`src/rtl/cpe_pkg.sv`:
```
package cpe_pkg;
  typedef enum logic [1:0] {
    RATE_HALF  = 2'd0,
    RATE_3Q    = 2'd1,
    RATE_9_16  = 2'd2,
    RATE_ALIAS = 2'd3
  } rate_e;

  localparam int MAX_PERIOD = 9;
  localparam int PH_W = $clog2(MAX_PERIOD);

  // number of input bits before the keep pattern repeats
  function automatic logic [PH_W-1:0] period_of(rate_e r);
    case (r)
      RATE_3Q:   return PH_W'(3);
      RATE_9_16: return PH_W'(9);
      default:   return PH_W'(1);
    endcase
  endfunction

  // keep mask: bit 1 = keep A, bit 0 = keep B
  function automatic logic [1:0] keep_mask(rate_e r, logic [PH_W-1:0] ph);
    logic [1:0] m;
    m = 2'b11;
    case (r)
      RATE_3Q: begin
        if (ph == PH_W'(1)) m = 2'b10;
        else if (ph == PH_W'(2)) m = 2'b01;
      end
      RATE_9_16: begin
        if (ph == PH_W'(3) || ph == PH_W'(7)) m = 2'b10;
      end
      default: m = 2'b11;
    endcase
    return m;
  endfunction

  function automatic logic tap_parity(logic [31:0] win, logic [31:0] poly);
    return ^(win & poly);
  endfunction
endpackage

```
`src/rtl/cpe_shift_core.sv`:
```
module cpe_shift_core #(
  parameter int CONSTR_LEN = 7,
  parameter logic [CONSTR_LEN-1:0] POLY_A = 7'o133,
  parameter logic [CONSTR_LEN-1:0] POLY_B = 7'o171
) (
  input  logic clk,
  input  logic rst_n,
  input  logic clear,
  input  logic adv,
  input  logic din,
  output logic code_a,
  output logic code_b,
  output logic mem_zero
);
  import cpe_pkg::*;
  localparam int MEM = CONSTR_LEN - 1;

  // mem[MEM-1] is the most recent bit, mem[0] the oldest
  logic [MEM-1:0] mem;
  logic [CONSTR_LEN-1:0] win;

  assign win      = {din, mem};
  assign code_a   = tap_parity(32'(win), 32'(POLY_A));
  assign code_b   = tap_parity(32'(win), 32'(POLY_B));
  assign mem_zero = (mem == '0);

  always_ff @(posedge clk or negedge rst_n) begin
    if (!rst_n)     mem <= '0;
    else if (clear) mem <= '0;
    else if (adv)   mem <= {din, mem[MEM-1:1]};
  end
endmodule

```
`src/rtl/cpe_punct_seq.sv`:
```
module cpe_punct_seq (
  input  logic clk,
  input  logic rst_n,
  input  logic clear,
  input  logic [1:0] rate_sel,
  input  logic adv,
  output logic [1:0] keep,
  output logic [cpe_pkg::PH_W-1:0] phase
);
  import cpe_pkg::*;

  rate_e rate_q;
  logic [PH_W-1:0] last_ph;

  assign last_ph = period_of(rate_q) - PH_W'(1);
  assign keep    = keep_mask(rate_q, phase);

  always_ff @(posedge clk or negedge rst_n) begin
    if (!rst_n) begin
      rate_q <= RATE_HALF;
      phase  <= '0;
    end else if (clear) begin
      rate_q <= rate_e'(rate_sel);
      phase  <= '0;
    end else if (adv) begin
      phase <= (phase == last_ph) ? '0 : phase + PH_W'(1);
    end
  end
endmodule

```
`src/rtl/cpe_serializer.sv`:
```
module cpe_serializer (
  input  logic clk,
  input  logic rst_n,
  input  logic clear,
  input  logic load,
  input  logic a_in,
  input  logic b_in,
  input  logic [1:0] keep,
  input  logic out_ready,
  output logic out_valid,
  output logic out_bit,
  output logic empty
);
  logic [1:0] pend;
  logic a_q, b_q;

  assign empty     = (pend == 2'b00);
  assign out_valid = !empty;
  assign out_bit   = pend[1] ? a_q : b_q;

  always_ff @(posedge clk or negedge rst_n) begin
    if (!rst_n) begin
      pend <= 2'b00;
      a_q  <= 1'b0;
      b_q  <= 1'b0;
    end else if (clear) begin
      pend <= 2'b00;
    end else if (load) begin
      pend <= keep;
      a_q  <= a_in;
      b_q  <= b_in;
    end else if (out_valid && out_ready) begin
      if (pend[1]) pend[1] <= 1'b0;
      else         pend[0] <= 1'b0;
    end
  end
endmodule

```
`src/rtl/conv_punct_enc.sv`:
```
module conv_punct_enc #(
  parameter int CONSTR_LEN = 7,
  parameter logic [CONSTR_LEN-1:0] POLY_A = 7'o133,
  parameter logic [CONSTR_LEN-1:0] POLY_B = 7'o171
) (
  input  logic       clk,
  input  logic       rst_n,
  input  logic       start,
  input  logic [1:0] rate_sel,
  input  logic       flush,
  input  logic       in_valid,
  input  logic       in_bit,
  output logic       in_ready,
  output logic       out_valid,
  output logic       out_bit,
  input  logic       out_ready
);
  import cpe_pkg::*;
  localparam int TAIL_LEN = CONSTR_LEN - 1;
  localparam int TAIL_W   = $clog2(TAIL_LEN + 1);

  logic [TAIL_W-1:0] tail_cnt;
  logic tail_active, slot_free, tail_step, in_fire, load_pair;
  logic enc_din, code_a, code_b, sr_zero;
  logic [1:0] keep;
  logic [PH_W-1:0] phase;

  assign tail_active = (tail_cnt != '0);
  assign in_ready    = slot_free && !tail_active && !start;
  assign tail_step   = slot_free && tail_active && !start;
  assign in_fire     = in_valid && in_ready;
  assign load_pair   = in_fire || tail_step;
  assign enc_din     = tail_active ? 1'b0 : in_bit;

  always_ff @(posedge clk or negedge rst_n) begin
    if (!rst_n)                      tail_cnt <= '0;
    else if (start)                  tail_cnt <= '0;
    else if (flush && !tail_active)  tail_cnt <= TAIL_W'(TAIL_LEN);
    else if (tail_step)              tail_cnt <= tail_cnt - TAIL_W'(1);
  end

  cpe_shift_core #(.CONSTR_LEN(CONSTR_LEN), .POLY_A(POLY_A), .POLY_B(POLY_B)) u_core (
    .clk(clk), .rst_n(rst_n), .clear(start), .adv(load_pair), .din(enc_din),
    .code_a(code_a), .code_b(code_b), .mem_zero(sr_zero)
  );

  cpe_punct_seq u_seq (
    .clk(clk), .rst_n(rst_n), .clear(start), .rate_sel(rate_sel),
    .adv(load_pair), .keep(keep), .phase(phase)
  );

  cpe_serializer u_ser (
    .clk(clk), .rst_n(rst_n), .clear(start), .load(load_pair),
    .a_in(code_a), .b_in(code_b), .keep(keep), .out_ready(out_ready),
    .out_valid(out_valid), .out_bit(out_bit), .empty(slot_free)
  );
endmodule

```
`config.mk`:
```
export PLATFORM = sky130hd
export DESIGN_NAME = conv_punct_enc
export DESIGN_NICKNAME = d
export VERILOG_FILES = /design/src/rtl/cpe_pkg.sv /design/src/rtl/cpe_shift_core.sv /design/src/rtl/cpe_punct_seq.sv /design/src/rtl/cpe_serializer.sv /design/src/rtl/conv_punct_enc.sv
export SDC_FILE = /design/constraint.sdc
export NUM_CORES = 1
export LEC_CHECK = 0
export ABC_AREA = 1
export BUFFER_PORTS_ARGS = -buffer_cell sky130_fd_sc_hd__buf_4
export CELL_PAD_IN_SITES_DETAIL_PLACEMENT = 1
export CELL_PAD_IN_SITES_GLOBAL_PLACEMENT = 1
export CORE_MARGIN = 10
export CORE_UTILIZATION = 41
export DETAILED_ROUTE_END_ITERATION = 10
export GPL_TIMING_DRIVEN = 0
export PLACE_DENSITY = 0.85
export SYNTH_ARGS = -nofsm -noshare
export SYNTH_HDL_FRONTEND = slang
export SYNTH_HIERARCHICAL = 1
export SYNTH_SLANG_ARGS = --single-unit
```
`constraint.sdc`:
```
create_clock -name clk -period 2.22 [get_ports clk]
set_input_delay 0.333 -clock clk [delete_from_list [all_inputs] [get_ports clk]]
set_output_delay 0.333 -clock clk [all_outputs]
set_load 0.005 [all_outputs]
```
==> results of run 1 <==
==> state kept, by name, indices dropped and copies added (netlist names) <==
name,cells
u_ser/pend,2
u_seq/phase,4
tail_cnt,3
u_seq/rate_q,2
u_ser/b_q,1
u_ser/a_q,1
u_core/mem,6
==> report_power, final <==
part	total [uW]	leakage [uW]	switching [uW]	internal, uW
clock	174	0.0000177	107	67.1
sequential	448	0.000255	43.5	405
combinational	587	0.000519	381	206
==> cell type report <==
cell class / count / share of cell area, %
clock buffer: 3 / 1.59
clock inverter: 1 / 0.353
inverter: 34 / 9.00
multi-input combinational: 128 / 46.1
sequential: 19 / 33.5
tap: 33 / 2.91
timing repair buffer: 12 / 6.53
==> stage by stage <==
stage / total power, uW / setup WS [ns] / std cells / area (sq um) / hold slack, ns
after floorplan: 857 / 0.608 / 181 / 1260 / 0.0374
after global placement: 979 / 0.441 / 225 / 1380 / 0.221
after detailed placement: 1040 / 0.408 / 225 / 1380 / 0.221
after CTS: 1220 / 0.359 / 230 / 1420 / 0.227
after global routing: 1330 / 0.198 / 230 / 1420 / 0.243
final: 1210 / 0.366 / 230 / 1420 / 0.237
==> placed cells by master (no fill, tap or decap), types with 2 or more instances in the layout <==
cell and n:
nand2_1 64, dfrtp_1 19, inv_2 5, o21ai_0 10
inv_1 29, nand2_4 2, a21oi_1 5, nand3_2 2
nor2_1 13, nand3_1 13, ha_1 9, buf_4 11
clkbuf_4 3
==> worst max-delay path, stage by stage, from the launching register on <==
cell,delay [ns]
dfrtp_1,0.39
inv_1,0.12
ha_1,0.25
nand2_4,0.09
o211ai_1,0.16
inv_1,0.19
or2_4,0.30
or2_0,0.21
nand2_1,0.07
==> per-layer routing <==
metal	track usage (%)	vias to the layer above	part of all wire [%]	wire (um)
li1	-	585	-	-
met1	13.7	536	45	1400
met2	21.9	13	51	1600
met3	1.69	2	2.8	87
met4	4.74	0	0.87	27
met5	0	-	0	0
==> path summary, 6_finish.rpt <==
check / from / end / slack, ns
worst min register to register: u_ser/a_q$_DFFE_PN0P_ / u_ser/a_q$_DFFE_PN0P_ / 0.52
worst min-delay path: rate_sel[1] / u_seq/rate_q[1]$_DFFE_PN0P_ / 0.24
min in group asynchronous: rst_n / tail_cnt[1]$_DFFE_PN0P_ / 0.43
max in group asynchronous: rst_n / u_seq/phase[2]$_DFFE_PN0P_ / 1.59
worst max register to register: tail_cnt[0]$_DFFE_PN0P_ / u_seq/phase[3]$_DFFE_PN0P_ / 0.37
worst max-delay path: tail_cnt[0]$_DFFE_PN0P_ / u_seq/phase[3]$_DFFE_PN0P_ / 0.37
==> impl_metrics.json, run 1 <==
{
  "startpoint_type": "flip-flop",
  "h-tree-depth": 1,
  "gp_congestion": 0.761,
  "max_freq_mhz": 540,
  "finalCritPeriodShare_pct": 83.5,
  "route.detailed.drc": 0,
  "portBuffers": 11,
  "leakage_uw": 0.000792,
  "clk_latency_ns": 0.29,
  "layout-drive-gt1-share_pct": 14.2,
  "synth_cells": 181,
  "vdd_drop_max_uv": 282,
  "final_util_pct": 47.2,
  "die_h_um": 75.4,
  "postCtsResizedCells": 0,
  "cts_buffers": 3,
  "multi_input_area_sq_um": 653,
  "whs_path_depth": 3,
  "vias": 1136,
  "cts-root-buf": "clkbuf_4",
  "clk_pin_slew_worst_paths_ns": 0.11,
  "area_growth_pct": 12.8,
  "core_sq_um": 3000,
  "avgViaCountPerCell": 4.94,
  "required_ns": 2.46,
  "status": "finished clean",
  "die_x_um": 75.4,
  "num_antenna_cells": 0,
  "fin_crit_ns": 1.85,
  "hp-class": "input port to flip-flop",
  "ios": 12,
  "setup_violations": 0,
  "die-area_sq_um": 5680,
  "firstDrtPassIters": 4,
  "clockBufferDepth": 2,
  "fillers": 403,
  "drt_iter0_markers": 56,
  "relSlewSlack_pct": 72.9,
  "seq_area_sq_um": 475,
  "hold_viol": 0,
  "worst-setup-path-type": "flip-flop to flip-flop",
  "wire_per_inst_um": 13.5,
  "fp-row-count": 20,
  "grt_overflow": 0,
  "p_per_area_nw_per_um2": 853,
  "drtAntennaViolNets": 0,
  "r2r_cells": 8,
  "grt_pass1_wl_um": 5430,
  "initial_core_util_pct": 41.8,
  "tightest_slew_ns": 0.405,
  "antenna_found_initial": 0,
  "setup_tns_ns": 0,
  "tritoncts": "yes",
  "maxCapViolCount": 0,
  "grt_pass1_vias": 1289,
  "rsz0062_at_grt": "no",
  "routed_wl_um": 3110,
  "yosys_warnings": 6,
  "grtUsageTotal_pct": 12.0,
  "clock_sinks": 19,
  "cts_hold_buf": 1,
  "synth_area_per_cell_sq_um": 6.94,
  "syn_nets": 199,
  "finalNetCount": 216,
  "syn_area_sq_um": 1260,
  "crit_arrival_ns": 2.10,
  "crit_path_max_fanout": 11,
  "dp.final_hpwl_um": 2500,
  "grt_max_degree": 20,
  "report.final.slew_viol_count": 0,
  "crit_path_end_kind": "flip-flop",
  "final.setup_skew_ns": 0.000690,
  "postCtsSetupBuffers": 0
}
No activity file was read; power rests on OpenSTA's default activity.
==> run 2, diff against run 1 <==
--- a/config.mk
+++ b/config.mk
@@ -5,15 +5,15 @@
 export SDC_FILE = /design/constraint.sdc
 export NUM_CORES = 1
 export LEC_CHECK = 0
-export ABC_AREA = 1
+export ABC_AREA = 0
 export BUFFER_PORTS_ARGS = -buffer_cell sky130_fd_sc_hd__buf_4
 export CELL_PAD_IN_SITES_DETAIL_PLACEMENT = 1
 export CELL_PAD_IN_SITES_GLOBAL_PLACEMENT = 1
 export CORE_MARGIN = 10
-export CORE_UTILIZATION = 41
+export CORE_UTILIZATION = 40
 export DETAILED_ROUTE_END_ITERATION = 10
 export GPL_TIMING_DRIVEN = 0
-export PLACE_DENSITY = 0.85
+export PLACE_DENSITY = 0.81
 export SYNTH_ARGS = -nofsm -noshare
 export SYNTH_HDL_FRONTEND = slang
 export SYNTH_HIERARCHICAL = 1
==> constraint.sdc (replaced) <==
create_clock -name clk -period 1.7 [get_ports clk]
set_input_delay 0.255 -clock clk [delete_from_list [all_inputs] [get_ports clk]]
set_output_delay 0.255 -clock clk [all_outputs]
set_load 0.005 [all_outputs]
==> run 2 against run 1 <==
  * Critical path type unchanged
  * Combinational power rose by 54%
  * Sequential share of layout area decreased by 1.1 points
  * Global-route usage fell by 2.2 points
  * Register-to-register slack worse by 0.34 ns
  * Critical endpoint is now u_ser/a_q$_DFFE_PN0P_
  * Hold slack lost 0.068 ns
  * Sequential cell count stayed put
  * Total power grew 42%
  * Sequential power grew 29%
  * Clock skew increased by 0.0025 ns
==> impl_metrics.json, run 2 <==
{
  "layout-drive-gt1-share_pct": 29.1,
  "tritoncts": "yes",
  "vdd_drop_max_uv": 424,
  "die_h_um": 74.7,
  "slowest_stage": "dfrtp_1",
  "vias": 908,
  "required_ns": 1.89,
  "clock_sinks": 19,
  "portBuffers": 11,
  "timing.rr.start": "tail_cnt[0]$_DFFE_PN0P_",
  "grtUsageTotal_pct": 9.85,
  "die-area_sq_um": 5570,
  "regToRegEndpoint": "u_ser/a_q$_DFFE_PN0P_",
  "setup_violations": 0,
  "final_cell_mix": "dfrtp_1 (19), nor2_1 (18), buf_4 (16), inv_1 (10), ha_1 (8)",
  "maxCapViolCount": 0,
  "drtAntennaViolNets": 0,
  "clk_latency_ns": 0.29,
  "seq_area_sq_um": 475,
  "finalCritPeriodShare_pct": 98.3,
  "placed_cell_area_sq_um": 1330,
  "clk_pin_slew_worst_paths_ns": 0.11,
  "cts_buffers": 3,
  "largest_reg_flops": 6,
  "worst-setup-path-type": "flip-flop to flip-flop",
  "crit_arrival_ns": 1.86,
  "num_antenna_cells": 0,
  "avgViaCountPerCell": 5.28,
  "multi_input_area_sq_um": 703,
  "rsz0062_at_grt": "yes",
  "status": "finished clean",
  "cts-root-buf": "clkbuf_4",
  "setup_tns_ns": 0,
  "syn_nets": 137,
  "cp-startpoint": "tail_cnt[0]$_DFFE_PN0P_",
  "routed_wl_um": 2600,
  "drt_iter0_markers": 30,
  "report.final.slew_viol_count": 0,
  "hp-class": "input port to flip-flop",
  "fillers": 324,
  "grt_pass1_vias": 975,
  "yosys_warnings": 6,
  "finalNetCount": 160,
  "initial_core_util_pct": 42.6,
  "instances_no_fill": 172,
  "fin_crit_ns": 1.67,
  "route.detailed.drc": 0,
  "gp_congestion": 0.811,
  "synth_area_per_cell_sq_um": 10.0,
  "layout_commonest_cell": "dfrtp_1",
  "r2r_cells": 8,
  "leakage_uw": 0.000683,
  "power_uw": 1710,
  "hold_start": "rate_sel[1]",
  "area_growth_pct": 22.6,
  "antenna_found_initial": 0,
  "crit_path_max_fanout": 6,
  "dp.final_hpwl_um": 1870,
  "ios": 12,
  "hold_viol": 0,
  "die_x_um": 74.7,
  "fp-row-count": 19,
  "startpoint_type": "flip-flop",
  "top_register": "u_core/mem",
  "max_freq_mhz": 598,
  "h-tree-depth": 1,
  "syn_area_sq_um": 1190,
  "p_per_area_nw_per_um2": 1170,
  "grt_max_degree": 20,
  "clockBufferDepth": 2,
  "crit_path_end_kind": "flip-flop",
  "holdWs_ns": 0.169,
  "reg_top3": "u_core/mem x6, u_seq/phase x4, tail_cnt x3",
  "firstDrtPassIters": 4,
  "grt_pass1_wl_um": 4370,
  "whs_path_depth": 3,
  "final.setup_skew_ns": 0.00324,
  "core_sq_um": 2810,
  "final_design_area_no_fill_sq_um": 1470,
  "critPathMaxStageDelay_ns": 0.39,
  "wire_per_inst_um": 15.1,
  "tightest_slew_ns": 0.405,
  "dp.cells": 161,
  "relSlewSlack_pct": 73.0,
  "grt_overflow": 0,
  "holdPathEnd": "u_seq/rate_q[1]$_DFFE_PN0P_",
  "rrSetupSlack_ns": 0.03,
  "cp_cell_sequence": "inv_2 -> ha_4 -> nand2b_4 -> nor2_4 -> nor3b_4 -> buf_6 -> nor2b_4 -> mux2_4",
  "synth_cells": 119
}
[run 2: final cells by class]
class,count,share of cell area [%]
Buffer,3,1.96
Clock buffer,4,1.79
Inverter,13,3.50
Multi-Input combinational cell,84,48.0
Sequential cell,19,32.5
Tap cell,31,2.65
Timing Repair Buffer,18,9.65
[run 2: metrics by stage]
step	util, %	setup WS [ns]
after detailed placement	47.4	-0.220
final	52.2	0.0289
after CTS	51.1	0.0127
after floorplan	-	0.0192
after global placement	47.4	-0.122
after global routing	52.2	-0.0550
[run 2: report_power, final]
group	leakage [uW]	switching, uW	internal (uW)
sequential	0.000255	54.9	525
clock	0.0000150	138	91.2
combinational	0.000413	405	499
[run 2: critical path: cells and delay by family, from the launching register on]
kind                     cells  cell delay [ns]
flip-flops                   1             0.39
adder cells (fa/ha/maj)      1             0.17
multiplexers                 1             0.30
buffers and inverters        2             0.21
AND/OR/NAND/NOR              4             0.48
[run 2: what timing repair did]
item,CTS,global route
pin swaps,1,2
endpoints found under the hold margin,19,0
endpoints found under the setup margin,13,13
setup buffers,4,2
hold buffers,1,0
resized for setup,10,6
[run 2: routing by layer]
metal	part of all wire, %	vias to the layer above	track usage (%)
met5	0	-	0
met4	0.58	0	3.15
met3	4.0	2	2.10
met2	50	10	17.9
met1	45	457	11.2
li1	-	439	-
[run 2: worst max-delay path by stage]
stage                                      end  slack, ns  cells after the start
finish                   u_ser/a_q$_DFFE_PN0P_       0.03                      8
global route             u_ser/a_q$_DFFE_PN0P_      -0.06                      8
CTS                      u_ser/a_q$_DFFE_PN0P_       0.01                      8
detailed placement  u_seq/phase[2]$_DFFE_PN0P_      -0.22                      8
global placement    u_seq/phase[2]$_DFFE_PN0P_      -0.12                      8
floorplan                u_ser/a_q$_DFFE_PN0P_       0.02                      5
